<file path="src/rtl/stg_pkg.sv">
`timescale 1ns/1ps
package stg_pkg;

    typedef enum logic [2:0] {
        CC_IMM,
        CC_VD,
        CC_FLD,
        CC_SG,
        CC_SCP
    } cclass_e;

    // Static commit-class assignment of bank index i.
    function automatic cclass_e class_of(int i);
        case (i)
            0:       return CC_IMM;
            1:       return CC_VD;
            2:       return CC_FLD;
            3:       return CC_SG;
            default: return CC_SCP;
        endcase
    endfunction

    // Sequence index referenced by a region-class register.
    function automatic int seq_of(int i, int nseq);
        return (i - 4) % nseq;
    endfunction

endpackage

</file>
<file path="src/rtl/stg_serial_rx.sv">
`timescale 1ns/1ps
module stg_serial_rx #(
    parameter int AW = 8,
    parameter int DW = 20
) (
    input  logic          clk_i,
    input  logic          rst_ni,
    input  logic          sck_i,
    input  logic          sdi_i,
    input  logic          csn_i,
    output logic          wr_vld_o,
    output logic [AW-1:0] wr_addr_o,
    output logic [DW-1:0] wr_data_o
);
    localparam int WL = AW + DW;
    localparam int CW = $clog2(WL + 1);

    typedef struct packed {
        logic          sck;
        logic [CW-1:0] cnt;
        logic [WL-2:0] sh;
    } st_t;

    st_t q, d;
    logic [WL-1:0] word;

    always_comb begin
        d        = q;
        d.sck    = sck_i;
        wr_vld_o = 1'b0;
        word     = {q.sh, sdi_i};
        if (csn_i) begin
            d.cnt = '0;
        end else if (sck_i && !q.sck && (q.cnt < CW'(WL))) begin
            d.sh  = word[WL-2:0];
            d.cnt = q.cnt + CW'(1);
            if (q.cnt == CW'(WL - 1)) wr_vld_o = 1'b1;
        end
        wr_addr_o = word[WL-1 -: AW];
        wr_data_o = word[DW-1:0];
    end

    always_ff @(posedge clk_i or negedge rst_ni) begin
        if (!rst_ni) q <= '0;
        else         q <= d;
    end
endmodule

</file>
<file path="src/rtl/stg_event_gen.sv">
`timescale 1ns/1ps
module stg_event_gen #(
    parameter int          AW       = 8,
    parameter int          DW       = 20,
    parameter int          NRGN     = 4,
    parameter int          SW       = 2,
    parameter int          LW       = 8,
    parameter logic [7:0]  DLY_ADDR = 8'h18,
    parameter logic [7:0]  MAP_ADDR = 8'h19
) (
    input  logic                     clk_i,
    input  logic                     rst_ni,
    input  logic                     wr_vld_i,
    input  logic [AW-1:0]            wr_addr_i,
    input  logic [DW-1:0]            wr_data_i,
    input  logic                     vd_i,
    input  logic                     hd_i,
    input  logic                     sgline_i,
    input  logic                     scp_i,
    input  logic [$clog2(NRGN)-1:0]  scp_rgn_i,
    output logic                     ev_vd_o,
    output logic                     ev_fld_o,
    output logic                     ev_sg_o,
    output logic [(1<<SW)-1:0]       ev_scp_o
);
    localparam int NSEQ = 1 << SW;
    localparam int MW   = NRGN * SW;

    typedef struct packed {
        logic          vd;
        logic          hd;
        logic          armed;
        logic [LW-1:0] cnt;
        logic [LW-1:0] dly;
        logic [MW-1:0] map;
    } st_t;

    st_t q, d;
    logic          vd_fall, hd_fall;
    logic [LW-1:0] nxt;
    logic [SW-1:0] sel;

    always_comb begin
        d        = q;
        d.vd     = vd_i;
        d.hd     = hd_i;
        vd_fall  = q.vd & ~vd_i;
        hd_fall  = q.hd & ~hd_i;
        nxt      = q.cnt + LW'(1);
        ev_fld_o = vd_fall;
        ev_sg_o  = hd_fall & sgline_i;
        ev_vd_o  = 1'b0;

        if (vd_fall) begin
            if (q.dly == '0) begin
                ev_vd_o = 1'b1;
                d.armed = 1'b0;
            end else begin
                d.armed = 1'b1;
                d.cnt   = '0;
            end
        end else if (q.armed && hd_fall) begin
            if (nxt == q.dly) begin
                ev_vd_o = 1'b1;
                d.armed = 1'b0;
            end else begin
                d.cnt = nxt;
            end
        end

        sel      = q.map[int'(scp_rgn_i) * SW +: SW];
        ev_scp_o = scp_i ? (NSEQ'(1) << sel) : '0;

        if (wr_vld_i && wr_addr_i == AW'(DLY_ADDR)) d.dly = wr_data_i[LW-1:0];
        if (wr_vld_i && wr_addr_i == AW'(MAP_ADDR)) d.map = wr_data_i[MW-1:0];
    end

    always_ff @(posedge clk_i or negedge rst_ni) begin
        if (!rst_ni) q <= '0;
        else         q <= d;
    end
endmodule

</file>
<file path="src/rtl/stg_shadow_bank.sv">
`timescale 1ns/1ps
module stg_shadow_bank
    import stg_pkg::*;
#(
    parameter int AW   = 8,
    parameter int DW   = 20,
    parameter int NREG = 8,
    parameter int SW   = 2
) (
    input  logic                 clk_i,
    input  logic                 rst_ni,
    input  logic                 wr_vld_i,
    input  logic [AW-1:0]        wr_addr_i,
    input  logic [DW-1:0]        wr_data_i,
    input  logic                 ev_vd_i,
    input  logic                 ev_fld_i,
    input  logic                 ev_sg_i,
    input  logic [(1<<SW)-1:0]   ev_scp_i,
    output logic [NREG*DW-1:0]   act_o,
    output logic [NREG*DW-1:0]   pend_o,
    output logic [NREG-1:0]      pflag_o
);
    localparam int NSEQ = 1 << SW;

    typedef struct packed {
        logic [NREG-1:0][DW-1:0] act;
        logic [NREG-1:0][DW-1:0] pend;
        logic [NREG-1:0]         flag;
    } st_t;

    st_t  q, d;
    logic hit, commit;

    always_comb begin
        d      = q;
        hit    = 1'b0;
        commit = 1'b0;
        for (int i = 0; i < NREG; i++) begin
            hit = wr_vld_i && (wr_addr_i == AW'(i));
            case (class_of(i))
                CC_VD:   commit = ev_vd_i;
                CC_FLD:  commit = ev_fld_i;
                CC_SG:   commit = ev_sg_i;
                CC_SCP:  commit = ev_scp_i[SW'(seq_of(i, NSEQ))];
                default: commit = 1'b0;
            endcase
            if (class_of(i) == CC_IMM) begin
                if (hit) begin
                    d.act[i]  = wr_data_i;
                    d.pend[i] = wr_data_i;
                end
            end else begin
                if (commit && q.flag[i]) begin
                    d.act[i]  = q.pend[i];
                    d.flag[i] = 1'b0;
                end
                if (hit) begin
                    d.pend[i] = wr_data_i;
                    d.flag[i] = 1'b1;
                end
            end
        end
    end

    always_ff @(posedge clk_i or negedge rst_ni) begin
        if (!rst_ni) q <= '0;
        else         q <= d;
    end

    assign act_o   = q.act;
    assign pend_o  = q.pend;
    assign pflag_o = q.flag;
endmodule

</file>
<file path="src/rtl/stg_shadow_ctrl.sv">
`timescale 1ns/1ps
module stg_shadow_ctrl #(
    parameter int         AW       = 8,
    parameter int         DW       = 20,
    parameter int         NREG     = 8,
    parameter int         NRGN     = 4,
    parameter int         SW       = 2,
    parameter int         LW       = 8,
    parameter logic [7:0] DLY_ADDR = 8'h18,
    parameter logic [7:0] MAP_ADDR = 8'h19
) (
    input  logic                     clk_i,
    input  logic                     rst_ni,
    input  logic                     sck_i,
    input  logic                     sdi_i,
    input  logic                     csn_i,
    input  logic                     vd_i,
    input  logic                     hd_i,
    input  logic                     sgline_i,
    input  logic                     scp_i,
    input  logic [$clog2(NRGN)-1:0]  scp_rgn_i,
    output logic [NREG*DW-1:0]       act_o,
    output logic [NREG*DW-1:0]       pend_o,
    output logic [NREG-1:0]          pflag_o
);
    localparam int NSEQ = 1 << SW;

    logic            wr_vld;
    logic [AW-1:0]   wr_addr;
    logic [DW-1:0]   wr_data;
    logic            ev_vd, ev_fld, ev_sg;
    logic [NSEQ-1:0] ev_scp;

    stg_serial_rx #(.AW(AW), .DW(DW)) u_rx (
        .clk_i     (clk_i),
        .rst_ni    (rst_ni),
        .sck_i     (sck_i),
        .sdi_i     (sdi_i),
        .csn_i     (csn_i),
        .wr_vld_o  (wr_vld),
        .wr_addr_o (wr_addr),
        .wr_data_o (wr_data)
    );

    stg_event_gen #(
        .AW(AW), .DW(DW), .NRGN(NRGN), .SW(SW), .LW(LW),
        .DLY_ADDR(DLY_ADDR), .MAP_ADDR(MAP_ADDR)
    ) u_ev (
        .clk_i     (clk_i),
        .rst_ni    (rst_ni),
        .wr_vld_i  (wr_vld),
        .wr_addr_i (wr_addr),
        .wr_data_i (wr_data),
        .vd_i      (vd_i),
        .hd_i      (hd_i),
        .sgline_i  (sgline_i),
        .scp_i     (scp_i),
        .scp_rgn_i (scp_rgn_i),
        .ev_vd_o   (ev_vd),
        .ev_fld_o  (ev_fld),
        .ev_sg_o   (ev_sg),
        .ev_scp_o  (ev_scp)
    );

    stg_shadow_bank #(.AW(AW), .DW(DW), .NREG(NREG), .SW(SW)) u_bank (
        .clk_i     (clk_i),
        .rst_ni    (rst_ni),
        .wr_vld_i  (wr_vld),
        .wr_addr_i (wr_addr),
        .wr_data_i (wr_data),
        .ev_vd_i   (ev_vd),
        .ev_fld_i  (ev_fld),
        .ev_sg_i   (ev_sg),
        .ev_scp_i  (ev_scp),
        .act_o     (act_o),
        .pend_o    (pend_o),
        .pflag_o   (pflag_o)
    );
endmodule

</file>
<file path="config.mk">
export PLATFORM = sky130hd
export DESIGN_NAME = stg_shadow_ctrl
export DESIGN_NICKNAME = d
export VERILOG_FILES = /design/src/rtl/stg_pkg.sv /design/src/rtl/stg_serial_rx.sv /design/src/rtl/stg_event_gen.sv /design/src/rtl/stg_shadow_bank.sv /design/src/rtl/stg_shadow_ctrl.sv
export SDC_FILE = /design/constraint.sdc
export NUM_CORES = 1
export LEC_CHECK = 0
export BUFFER_PORTS_ARGS = -buffer_cell sky130_fd_sc_hd__buf_4
export CORE_MARGIN = 2
export CORE_UTILIZATION = 50
export CTS_BUF_LIST = sky130_fd_sc_hd__clkbuf_8 sky130_fd_sc_hd__clkbuf_16
export CTS_CLUSTER_SIZE = 10
export DETAILED_ROUTE_END_ITERATION = 7
export GPL_TIMING_DRIVEN = 0
export HOLD_SLACK_MARGIN = 0.15
export PLACE_DENSITY_LB_ADDON = 0.25
export SLEW_MARGIN = 30
export SYNTH_ARGS = -nofsm -noshare
export SYNTH_HDL_FRONTEND = slang
export SYNTH_HIERARCHICAL = 1
export SYNTH_SLANG_ARGS = --single-unit
</file>
<file path="constraint.sdc">
create_clock -name clk_i -period 4.1 [get_ports clk_i]
set_clock_uncertainty 0.2 [all_clocks]
set_input_delay 0.205 -clock clk_i [delete_from_list [all_inputs] [get_ports clk_i]]
set_output_delay 0.205 -clock clk_i [all_outputs]
set_load 0.02 [all_outputs]
</file>
Word-level counts from Yosys, hierarchy flattened
Index checks and enable logic that the tools add are counted.
{ "word_totals": {"elab_cells": 113, "output_inout_bits": 328, "inputBits": 11, "ff_bits": 327} }
{ "op_classes": {"order_cmp": 1, "addsub": 2, "mux": 28, "bitwise": 6, "n_reduce_logical": 32, "eq_ne": 13, "n_shift": 2} }
{ "op_table": {"columns": ["cell", "n"], "rows": [
  ["equality test 8 x 3 -> 1 bit, second input constant", 4],
  ["2-to-1 mux 32 bit", 1],
  ["2-to-1 mux 1 bit", 21],
  ["logical AND 1 bit", 18],
  ["2-to-1 mux 9 bit", 2],
  ["equality test 8 x 2 -> 1 bit, second input constant", 2],
  ["equality test 8 x 5 -> 1 bit, second input constant", 2],
  ["zero test 8 bit", 2],
  ["2-to-1 mux 8 bit", 2],
  ["nonzero test 2 bit", 8],
  ["adder 8 x 1 -> 8 bit, second input constant", 1],
  ["equality test 8 x 1 -> 1 bit, second input constant", 1],
  ["equality test 8 bit", 1],
  ["variable part select 8 x 4 -> 2 bit", 1],
  ["adder 5 x 1 -> 5 bit, second input constant", 1],
  ["equality test 5 bit, second input constant", 1],
  ["< comparator 5 bit, second input constant", 1],
  ["2-to-1 mux 5 bit", 1],
  ["!= test 2 bit, second input constant", 2],
  ["AND reduction 2 bit", 2],
  ["bitwise AND 1 bit", 3],
  ["inverter 1 bit", 3],
  ["AND reduction 3 bit", 1],
  ["2-to-1 mux 2 bit", 1],
  ["2 further kinds", 2]
]} }

Depth between registers and ports, before layout
Gate-level depths: netlist (run 1).
{ "depth": {"ltp_word": 8, "mapped_depth": 13, "ltp_nobuf": 9} }

Cells and area by module
Netlist (run 1), hierarchy kept.
{ "modules_own_cells": {"columns": ["mod", "instances", "seq_area_each_um2", "area_each_um2", "cells_each"], "rows": [
  ["stg_shadow_bank", 1, 6681.4, 10400.0, 647],
  ["stg_serial_rx", 1, 825.8, 1636.6, 116],
  ["stg_event_gen", 1, 675.6, 1465.2, 134]
]} }

Least setup slack after synthesis (run 1)
OpenSTA, ideal clock, no wires.
{ "synth_path": {"kind": "reg-to-reg", "from": "reg u_ev/q[16] in the netlist's numbering", "to": "reg u_bank.q (netlist bit u_bank/act_o[20])", "path_buffers": 3, "path_slack_ns": 1.143, "setup_ns": 0.125, "period_less_slack_ns": 2.957, "arrival_ns": 2.633, "required_time_ns": 3.775, "path_stages_with_launch": 13, "path_cell_list": "dfrtp_1 -> ha_1 -> and3_2 -> xnor2_1 -> o2111ai_1 -> a2111o_1 -> buf_6 -> o21a_1 -> buf_6 -> nor2_1 -> nand2_1 -> clkbuf_1 -> mux2_2"} }
{ "synth_between": {"elab_chain_len": 6} }
{ "synth_rtl": {"columns": ["item", "line", "text"], "rows": [
  ["from (decl)", "stg_event_gen.sv:38", "st_t q, d;"],
  ["from (signal assigned)", "stg_event_gen.sv:79", "if (!rst_ni) q <= '0;"],
  ["from (signal assigned)", "stg_event_gen.sv:80", "else q <= d;"],
  ["adder 8 x 1 -> 8 bit", "stg_event_gen.sv:49", "nxt = q.cnt + LW'(1);"],
  ["equality test 8 bit", "stg_event_gen.sv:63", "if (nxt == q.dly) begin"],
  ["2-to-1 mux 1 bit", "stg_event_gen.sv:63", null],
  ["2-to-1 mux 1 bit", "stg_event_gen.sv:62", "end else if (q.armed && hd_fall) begin"],
  ["2-to-1 mux 1 bit", "stg_event_gen.sv:54", "if (vd_fall) begin"],
  ["via ev_vd", "stg_shadow_ctrl.sv:31", "logic ev_vd, ev_fld, ev_sg;"],
  ["logical AND 1 bit", "stg_shadow_bank.sv:53", "if (commit && q.flag[i]) begin"],
  ["to (signal assigned)", "stg_shadow_bank.sv:66", "if (!rst_ni) q <= '0;"],
  ["to (signal assigned)", "stg_shadow_bank.sv:67", "else q <= d;"],
  ["to (decl)", "stg_shadow_bank.sv:31", "st_t q, d;"]
]} }
The timed path passes the listed nets, and every way through them passes these cells.
A chain may end at the register's enable or synchronous reset.

Worst setup path in the final report (run 1)
{ "layout_path": {"from": "reg u_ev/q[16] in the netlist's numbering", "to": "reg u_bank.q (netlist bit u_bank/act_o[39])"} }
The elaborated chain is that of the path after synthesis.

==> impl_metrics.ini, run 1 <==
[outcome]
status = finished clean

[place]
place.gp.congestion = 0.836
portBuffers = 296
dp_hpwl_um = 22800
placed_cells = 1575

[grt]
grt_pass1_wl_um = 50100
grt_overflow = 0
grt_max_degree = 86
global_route.usage.met2 = 0.380
antenna_found_initial = 0
busiest_layer = met2
grt_use_met3 = 0.0606
grt_pass1_vias = 8752
use_met1 = 0.293
grtUsageTotal = 0.227

[pwr]
switchingPower_uw = 1570
power_frac_seq = 0.490
cellLeakagePower_uw = 0.00975
p_int_uw = 5190
p_total_uw = 6760
pwr-share-clk = 0.440
p_comb_frac = 0.070
p_per_area_nw_per_um2 = 383
max-vdd-ir-drop_v = 0.000347
switching_share = 0.232

[finish]
areaGrowthSynthToFinish_pct = 30.7
diodes = 0
final_nets = 1303
instances_no_fill = 1638
fillerInstances = 1984
drive_above_1_share = 0.594

[sta]
timing.final.crit_share = 0.844
hold_viol_final = 0
relSlewSlack = 0.438
rsz0062_at_grt = false
finalCriticalPeriod_ps = 3460
clock.fmax_mhz = 289
tns_ps = 0
drv_slew = 0
tightestPinTransition_ps = 843
finalSetupViolations = 0

[synthesis]
syn-instance-count = 894
yosysWarnings = 6
synth_area_um2 = 13500
avgSynthCellArea_um2 = 15.1

[clock_network]
clkTransAtPathRegs_ps = 50
cts-buffers-inserted = 39
clockRootBuffer = clkbuf_16
post_cts_resized = 0
postCtsSetupRepairBufs = 0
clk_path_buf_depth = 3
cts_tree = done
clock_sinks = 327
clkLatencyLatePin_ps = 520
ctsHtreeMaxLevel = 2

[drt]
ant_nets = 0
drc_errors = 0
via_per_inst = 5.14
drt-initial-drc-count = 339
dr.pass1.iters = 4
vias = 8415
wl_per_cell_um = 19.7
routed_wirelength_um = 32300

[die]
start_util = 0.505
die_area_um2 = 28300
die_w_um = 168
core_um2 = 26700
num_rows = 60
io_pins = 339
die_h_um = 168

[setup_path]
arrival_ps = 3650
crit_required_ps = 4290
crit_path_start_kind = flip-flop
crit_fanout = 10
worstSetupPathType = flip-flop to flip-flop
endpoint_kind = flip-flop
reg2reg_slack_ps = 640

[flow_run]
max_cap_viol_count = 0

[min_path]
min_path_type = input pin to flip-flop
path summary, 6_finish.rpt:
path / cells past startpoint / from / to
max in group asynchronous: 5 / rst_ni / u_bank/act_o[93]$_DFFE_PN0P_
worst max-delay path: 12 / u_ev/q[16]$_DFFE_PN0P_ / u_bank/act_o[39]$_DFFE_PN0P_
worst min register to register: 1 / u_bank/pflag_o[7]$_DFFE_PN0P_ / u_bank/pflag_o[7]$_DFFE_PN0P_
worst max register to register: 12 / u_ev/q[16]$_DFFE_PN0P_ / u_bank/act_o[39]$_DFFE_PN0P_
min in group asynchronous: 4 / rst_ni / u_bank/pend_o[114]$_DFFE_PN0P_
worst min-delay path: 2 / hd_i / u_ev/q[25]$_DFF_PN0_
critical path: stages (launching register included):
cell and delay, ps:
dfrtp_1 440, ha_1 300, and3_2 270, xnor2_1 160
o2111ai_1 160, a2111o_1 420, buf_6 150, o21a_1 110
buf_6 140, nor2_1 130, nand2_1 90, clkbuf_1 380
mux2_2 410
layout make-up:
class	count	area, µm²	share of cell area
multi-input combinational	475	4520	0.256
timing repair buffer	315	2500	0.142
clock inverter	7	48.8	0.00277
inverter	9	33.8	0.00192
tap	341	427	0.0242
sequential	327	8180	0.464
clock buffer	41	1010	0.0576
buffer	123	905	0.0513
power groups by stage:
stage / Clock [µW] / Combinational (µW) / Sequential (µW)
6_report: 2970 / 474 / 3310
5_1_grt: 3170 / 516 / 3310
3_3_place_gp: 0 / 451 / 3360
4_1_cts: 3040 / 485 / 3310
3_5_place_dp: 0 / 474 / 3360
2_1_floorplan: 0 / 250 / 3350
stage by stage:
| stage | util | setup WS (ps) | hold slack [ps] | instance area (µm²) |
|---|---|---|---|---|
| 4_1_cts | 0.660 | 610 | 175 | 17600 |
| 5_1_grt | 0.660 | 437 | 182 | 17600 |
| 3_3_place_gp | 0.609 | -389 | 125 | 16300 |
| 6_report | 0.660 | 640 | 181 | 17600 |
| 3_5_place_dp | 0.614 | 633 | -101 | 16400 |
| 2_1_floorplan | - | 1140 | -291 | 13600 |
state kept, by name, summed over array words and instances, names as in the netlist:
signal,count
u_bank/pend_o,160
u_bank/act_o,100
u_ev/q,27
u_rx/wr_data_o,19
u_rx/wr_addr_o,8
u_bank/pflag_o,7
u_rx/q,6
placed cells by master, fill, tap and decap left out, types with 4 or more instances in the layout:
master         count
a31oi_1           14
and3b_1            4
buf_16             4
buf_2             10
buf_4            387
buf_6              7
clkbuf_1          12
clkbuf_16         40
conb_1            41
dfrtp_1          327
dlygate4sd3_1     14
inv_1             11
mux2_2           285
mux2_4            19
nand2_1           22
nand2b_1           6
nand3_1           10
nor2_1            14
nor3_1             4
o21ai_0            5
xnor2_1            8
what timing repair did:
| action | in CTS | in global routing |
|---|---|---|
| hold buffers | 15 | 0 |
| setup endpoints to repair | 0 | 0 |
| hold endpoints to repair | 281 | 0 |
layer usage:
layer / up-vias / wire (µm)
met5: - / 0
met4: 0 / 759
met3: 55 / 2570
met2: 300 / 15700
met1: 4256 / 13400
li1: 3804 / -
No activity file was read; power rests on OpenSTA's default activity.
==> run 2, diff against run 1 <==
--- a/config.mk
+++ b/config.mk
@@ -7,7 +7,7 @@
 export LEC_CHECK = 0
 export BUFFER_PORTS_ARGS = -buffer_cell sky130_fd_sc_hd__buf_4
 export CORE_MARGIN = 2
-export CORE_UTILIZATION = 50
+export CORE_UTILIZATION = 48
 export CTS_BUF_LIST = sky130_fd_sc_hd__clkbuf_8 sky130_fd_sc_hd__clkbuf_16
 export CTS_CLUSTER_SIZE = 10
 export DETAILED_ROUTE_END_ITERATION = 7
==> constraint.sdc (replaced) <==
create_clock -name clk_i -period 2.95 [get_ports clk_i]
set_clock_uncertainty 0.2 [all_clocks]
set_input_delay 0.1475 -clock clk_i [delete_from_list [all_inputs] [get_ports clk_i]]
set_output_delay 0.1475 -clock clk_i [all_outputs]
set_load 0.02 [all_outputs]
==> run 2 against run 1 <==
Total power increased by 39%. Via count grew 1.1%. Critical path depth fell by 3. Sequential share of layout area is 0.51 points lower. Sequential power up 39%. Register-to-register slack worse by 520 ps. Cell area up 1.1%. Utilization down 1.6 points. Critical path type unchanged. Critical endpoint is now u_bank/pend_o[17]$_DFFE_PN0P_.
==> impl_metrics.ini, run 2 (same netlist as run 1, synthesis figures left out) <==
[setup_path]
crit_fanout = 10
worstReg2RegStart = u_rx/q[32]$_DFF_PN0_
crit_path_start_kind = flip-flop
rr_worst_depth = 9
reg2reg_slack_ps = 120
path_cells = nand2b_4 > a311o_1 > buf_6 > buf_12 > nor2_2 > nor3b_1 > nand3_1 > buf_2 > mux2_2
worstSetupPathType = flip-flop to flip-flop
arrival_ps = 3030
slowest_delay_ps = 380
crit_required_ps = 3140
endpoint_kind = flip-flop
slowest_stage = dfrtp_1
reg2reg_to = u_bank/pend_o[17]$_DFFE_PN0P_

[drt]
routed_wirelength_um = 32900
vias = 8510
ant_nets = 0
drt-initial-drc-count = 328
via_per_inst = 5.05
wl_per_cell_um = 19.5
dr.pass1.iters = 4
drc_errors = 0

[finish]
fillerInstances = 2128
final_cell_mix = 393 x buf_4, 325 x dfrtp_1, 285 x mux2_2, 42 x clkbuf_16, 41 x conb_1
diodes = 0
postLayoutCellArea_um2 = 17800
largest_reg_flops = 160
final_nets = 1310
areaGrowthSynthToFinish_pct = 32.2
drive_above_1_share = 0.602
layout_commonest_cell = buf_4

[place]
pre_cts_slack_ps = -443
place.gp.congestion = 0.819
place_area_um2 = 16400
dp_hpwl_um = 22900
portBuffers = 296

[die]
start_util = 0.487
num_rows = 61
core_um2 = 27700
io_pins = 339
die_area_um2 = 29500
die_h_um = 172
die_w_um = 172

[pwr]
p_per_area_nw_per_um2 = 525
cellLeakagePower_uw = 0.00982
max-vdd-ir-drop_v = 0.000409

[min_path]
min_path_type = input pin to flip-flop
whs_path_depth = 3
hp-start = sdi_i
hold_end = u_rx/wr_data_o[1]$_DFFE_PN0P_

[clock_network]
clk_path_buf_depth = 3
ctsHtreeMaxLevel = 2
clockRootBuffer = clkbuf_16
cts_tree = done
clock_sinks = 327
clkTransAtPathRegs_ps = 60
cts-buffers-inserted = 39
clkLatencyLatePin_ps = 520

[outcome]
status = finished clean

[sta]
relSlewSlack = 0.505
hold_viol_final = 0
clock.fmax_mhz = 353
tightestPinTransition_ps = 743
rsz0062_at_grt = false
finalCriticalPeriod_ps = 2830
drv_slew = 0
finalSetupViolations = 0
layout_setup_ws_ps = 116
timing.final.crit_share = 0.961

[grt]
grt_overflow = 0
grt_pass1_vias = 8536
grt_pass1_wl_um = 49800
grtUsageTotal = 0.222
grt_max_degree = 88
antenna_found_initial = 0

[flow_run]
max_cap_viol_count = 0
==> run 2: power breakdown <==
| group | leakage, µW | switching, µW | internal (µW) |
|---|---|---|---|
| clock network | 0.000547 | 1700 | 2410 |
| logic | 0.00473 | 434 | 228 |
| registers | 0.00455 | 46.0 | 4550 |
==> run 2: routing by layer <==
layer	track usage	vias to the layer above	routed length, µm
li1	-	3824	-
met1	0.290	4357	14100
met2	0.369	291	15900
met3	0.0619	38	2480
met4	0.0508	0	475
met5	0	-	0
==> run 2: final cells by class <==
class                           count  area [µm²]  share of cell area
Buffer                            123         947              0.0531
Clock inverter                     11        62.6             0.00351
Sequential cell                   327        8190               0.459
Clock buffer                       40        1000              0.0561
Tap cell                          378         473              0.0265
Inverter                            9        35.0             0.00196
Multi-Input combinational cell    475        4590               0.258
Timing Repair Buffer              322        2530               0.142
==> run 2: timing repair <==
action	in CTS	in global routing
hold buffers	15	0
gates resized for setup	22	6
pin swaps	2	10
gates cloned	1	1
hold endpoints to repair	358	0
endpoints found under the setup margin	36	67
setup buffers	1	5
==> run 2: how the worst max path moves through the flow <==
stage	start	end	slack, ps	cells past startpoint
final	u_rx/q[32]$_DFF_PN0_	u_bank/pend_o[17]$_DFFE_PN0P_	120	9
after global routing	u_ev/q[17]$_DFFE_PN0P_	u_bank/act_o[23]$_DFFE_PN0P_	7	12
after CTS	u_rx/q[32]$_DFF_PN0_	u_ev/q[12]$_DFFE_PN0P_	8	9
after detailed placement	u_ev/q[16]$_DFFE_PN0P_	u_bank/act_o[26]$_DFFE_PN0P_	-440	12
after global placement	rst_ni	u_bank/act_o[85]$_DFFE_PN0P_	-1480	1
after floorplan	u_ev/q[16]$_DFFE_PN0P_	u_bank/act_o[20]$_DFFE_PN0P_	-7	12
==> run 2: per-stage QoR <==
| step | instances | total power [µW] | TNS (ps) | util | hold WS (ps) |
|---|---|---|---|---|---|
| 2_1_floorplan | 934 | 5010 | -146 | - | -348 |
| 6_report | 1685 | 9360 | 0 | 0.644 | 261 |
| 3_5_place_dp | 1611 | 5330 | -10450 | 0.593 | -22.8 |
| 4_1_cts | 1679 | 9480 | 0 | 0.641 | 238 |
| 5_1_grt | 1685 | 9730 | 0 | 0.644 | 253 |
| 3_3_place_gp | 1608 | 5310 | -485490 | 0.590 | 65.3 |
==> run 2: worst max-delay path, delay by kind of cell, from the launching register on <==
kind / cells / cell delay, ps
muxes: 1 / 300
DFF: 1 / 380
and+or+nand+nor: 4 / 850
AOI/OAI and AO/OA: 1 / 360
buffers and inverters: 3 / 620
==> run 3, diff against run 2 <==
--- a/config.mk
+++ b/config.mk
@@ -6,6 +6,7 @@
 export NUM_CORES = 1
 export LEC_CHECK = 0
 export BUFFER_PORTS_ARGS = -buffer_cell sky130_fd_sc_hd__buf_4
+export CORE_ASPECT_RATIO = 1.25
 export CORE_MARGIN = 2
 export CORE_UTILIZATION = 48
 export CTS_BUF_LIST = sky130_fd_sc_hd__clkbuf_8 sky130_fd_sc_hd__clkbuf_16
==> run 3 against run 2 <==
Flip-flop and latch count unchanged. Critical path depth increased by 3. Count of clock-buffer cells in the layout increased by 2. Global-route usage increased by 0.19 points. Sequential share of layout area increased by 0.20 points. Worst setup slack improved by 2.7 ps. Die area about the same. Combinational power increased by 0.9%. Via count decreased by 0.60%. Register-to-register slack about the same. Total power about the same. Maximum frequency about the same.
==> impl_metrics.ini, run 3 (same netlist as run 1, synthesis figures left out) <==
[outcome]
status = finished clean

[clock_network]
clkLatencyLatePin_ps = 510
clkTransAtPathRegs_ps = 50
clock_sinks = 327
clockRootBuffer = clkbuf_16
cts_tree = done
ctsHtreeMaxLevel = 2
cts-buffers-inserted = 38
clk_path_buf_depth = 3

[place]
dp_hpwl_um = 22800
place_area_um2 = 16400
portBuffers = 296
place.gp.congestion = 0.859

[drt]
wl_per_cell_um = 20.0
routed_wirelength_um = 33000
via_per_inst = 5.14
ant_nets = 0
drt-initial-drc-count = 312
drc_errors = 0
vias = 8459
dr.pass1.iters = 4

[sta]
timing.final.crit_share = 0.960
clock.fmax_mhz = 353
relSlewSlack = 0.486
finalCriticalPeriod_ps = 2830
rsz0062_at_grt = false
hold_viol_final = 0
drv_slew = 0
tightestPinTransition_ps = 771
finalSetupViolations = 0

[pwr]
power_frac_seq = 0.491
p_per_area_nw_per_um2 = 527
p_comb_frac = 0.071
switching_share = 0.228
pwr-share-clk = 0.438
switchingPower_uw = 2130
max-vdd-ir-drop_v = 0.000459
p_total_uw = 9360
p_int_uw = 7230
cellLeakagePower_uw = 0.00978

[grt]
grtUsageTotal = 0.224
antenna_found_initial = 0
grt_max_degree = 87
grt_overflow = 0
grt_pass1_wl_um = 50800
grt_pass1_vias = 8725

[die]
io_pins = 339
die_area_um2 = 29500
num_rows = 68
start_util = 0.488
die_w_um = 154
core_um2 = 27700
die_h_um = 191

[finish]
final_nets = 1307
areaGrowthSynthToFinish_pct = 31.6
drive_above_1_share = 0.604
diodes = 0
largest_reg_flops = 160
final_cell_mix = 391 x buf_4, 325 x dfrtp_1, 285 x mux2_2, 42 x clkbuf_16, 41 x conb_1
layout_commonest_cell = buf_4
postLayoutCellArea_um2 = 17800
fillerInstances = 2074

[setup_path]
arrival_ps = 3020
crit_required_ps = 3140
path_buf_inv = 3
path_cells = ha_4 > and3_4 > xnor2_1 > o2111ai_1 > a2111o_1 > buf_6 > o21a_1 > buf_6 > nor2_4 > nand2_4 > clkbuf_16 > mux2_2
cpMostUsedCell = buf_6
crit_path_start_kind = flip-flop
endpoint_kind = flip-flop
worstSetupPathType = flip-flop to flip-flop
slowest_delay_ps = 420
slowest_stage = dfrtp_2
crit_family = compound AO/OA/AOI/OAI gates
crit_fanout = 9

[min_path]
min_path_type = input pin to flip-flop

[flow_run]
max_cap_viol_count = 0
run 3: power by group through the flow:
stage / Sequential [µW] / Clock [µW] / Combinational, µW
floorplan: 4660 / 0 / 347
global placement: 4670 / 0 / 645
detailed placement: 4670 / 0 / 667
CTS: 4590 / 4200 / 683
global route: 4600 / 4370 / 720
finish: 4600 / 4100 / 667
run 3: worst min-delay path, delay by kind of cell:
family / cells / cell delay (ps)
buffers and inverters: 2 / 650
muxes: 1 / 130
run 3: routing by layer:
layer / wire length (µm) / vias up / track usage
met4: 895 / 0 / 0.0712
met3: 1810 / 52 / 0.0451
met2: 16900 / 292 / 0.394
met5: 0 / - / 0
li1: - / 3798 / -
met1: 13400 / 4317 / 0.278
run 3: metrics by stage:
stage / cells / util / setup WS [ps] / setup TNS [ps] / hold WS [ps]
CTS: 1645 / 0.641 / 41.8 / 0 / 230
global placement: 1580 / 0.589 / -1450 / -475710 / 66.3
finish: 1647 / 0.642 / 119 / 0 / 248
global route: 1647 / 0.642 / 7.70 / 0 / 264
floorplan: 934 / - / -7.30 / -146 / -348
detailed placement: 1583 / 0.593 / -497 / -12200 / -44.0
run 3: path summary, 6_finish.rpt:
kind | from | to | slack (ps) | depth (start not counted)
setup reg to reg | u_ev/q[16]$_DFFE_PN0P_ | u_bank/act_o[21]$_DFFE_PN0P_ | 120 | 12
hold reg to reg | u_bank/pflag_o[7]$_DFFE_PN0P_ | u_bank/pflag_o[7]$_DFFE_PN0P_ | 270 | 1
max in group asynchronous | rst_ni | u_ev/q[19]$_DFFE_PN0P_ | 790 | 5
hold / removal | sdi_i | u_rx/wr_data_o[1]$_DFFE_PN0P_ | 250 | 3
min in group asynchronous | rst_ni | u_bank/act_o[78]$_DFFE_PN0P_ | 550 | 3
setup / recovery | u_ev/q[16]$_DFFE_PN0P_ | u_bank/act_o[21]$_DFFE_PN0P_ | 120 | 12
run 3: area by class of cell:
class	instances	area, µm²	share of cell area
sequential	327	8190	0.461
multi-input combinational	475	4590	0.259
timing repair buffer	320	2520	0.142
clock buffer	42	1040	0.0586
buffer	123	936	0.0527
tap	350	438	0.0247
inverter	9	36.3	0.00204
clock inverter	1	3.75	0.000211
run 3: timing repair:
item | CTS | global route
gates cloned | 2 | 0
gates resized for setup | 22 | 6
hold buffers | 15 | 0
setup buffers | 2 | 2
endpoints found under the setup margin | 36 | 50
pin swaps | 3 | 6
hold endpoints to repair | 273 | 0
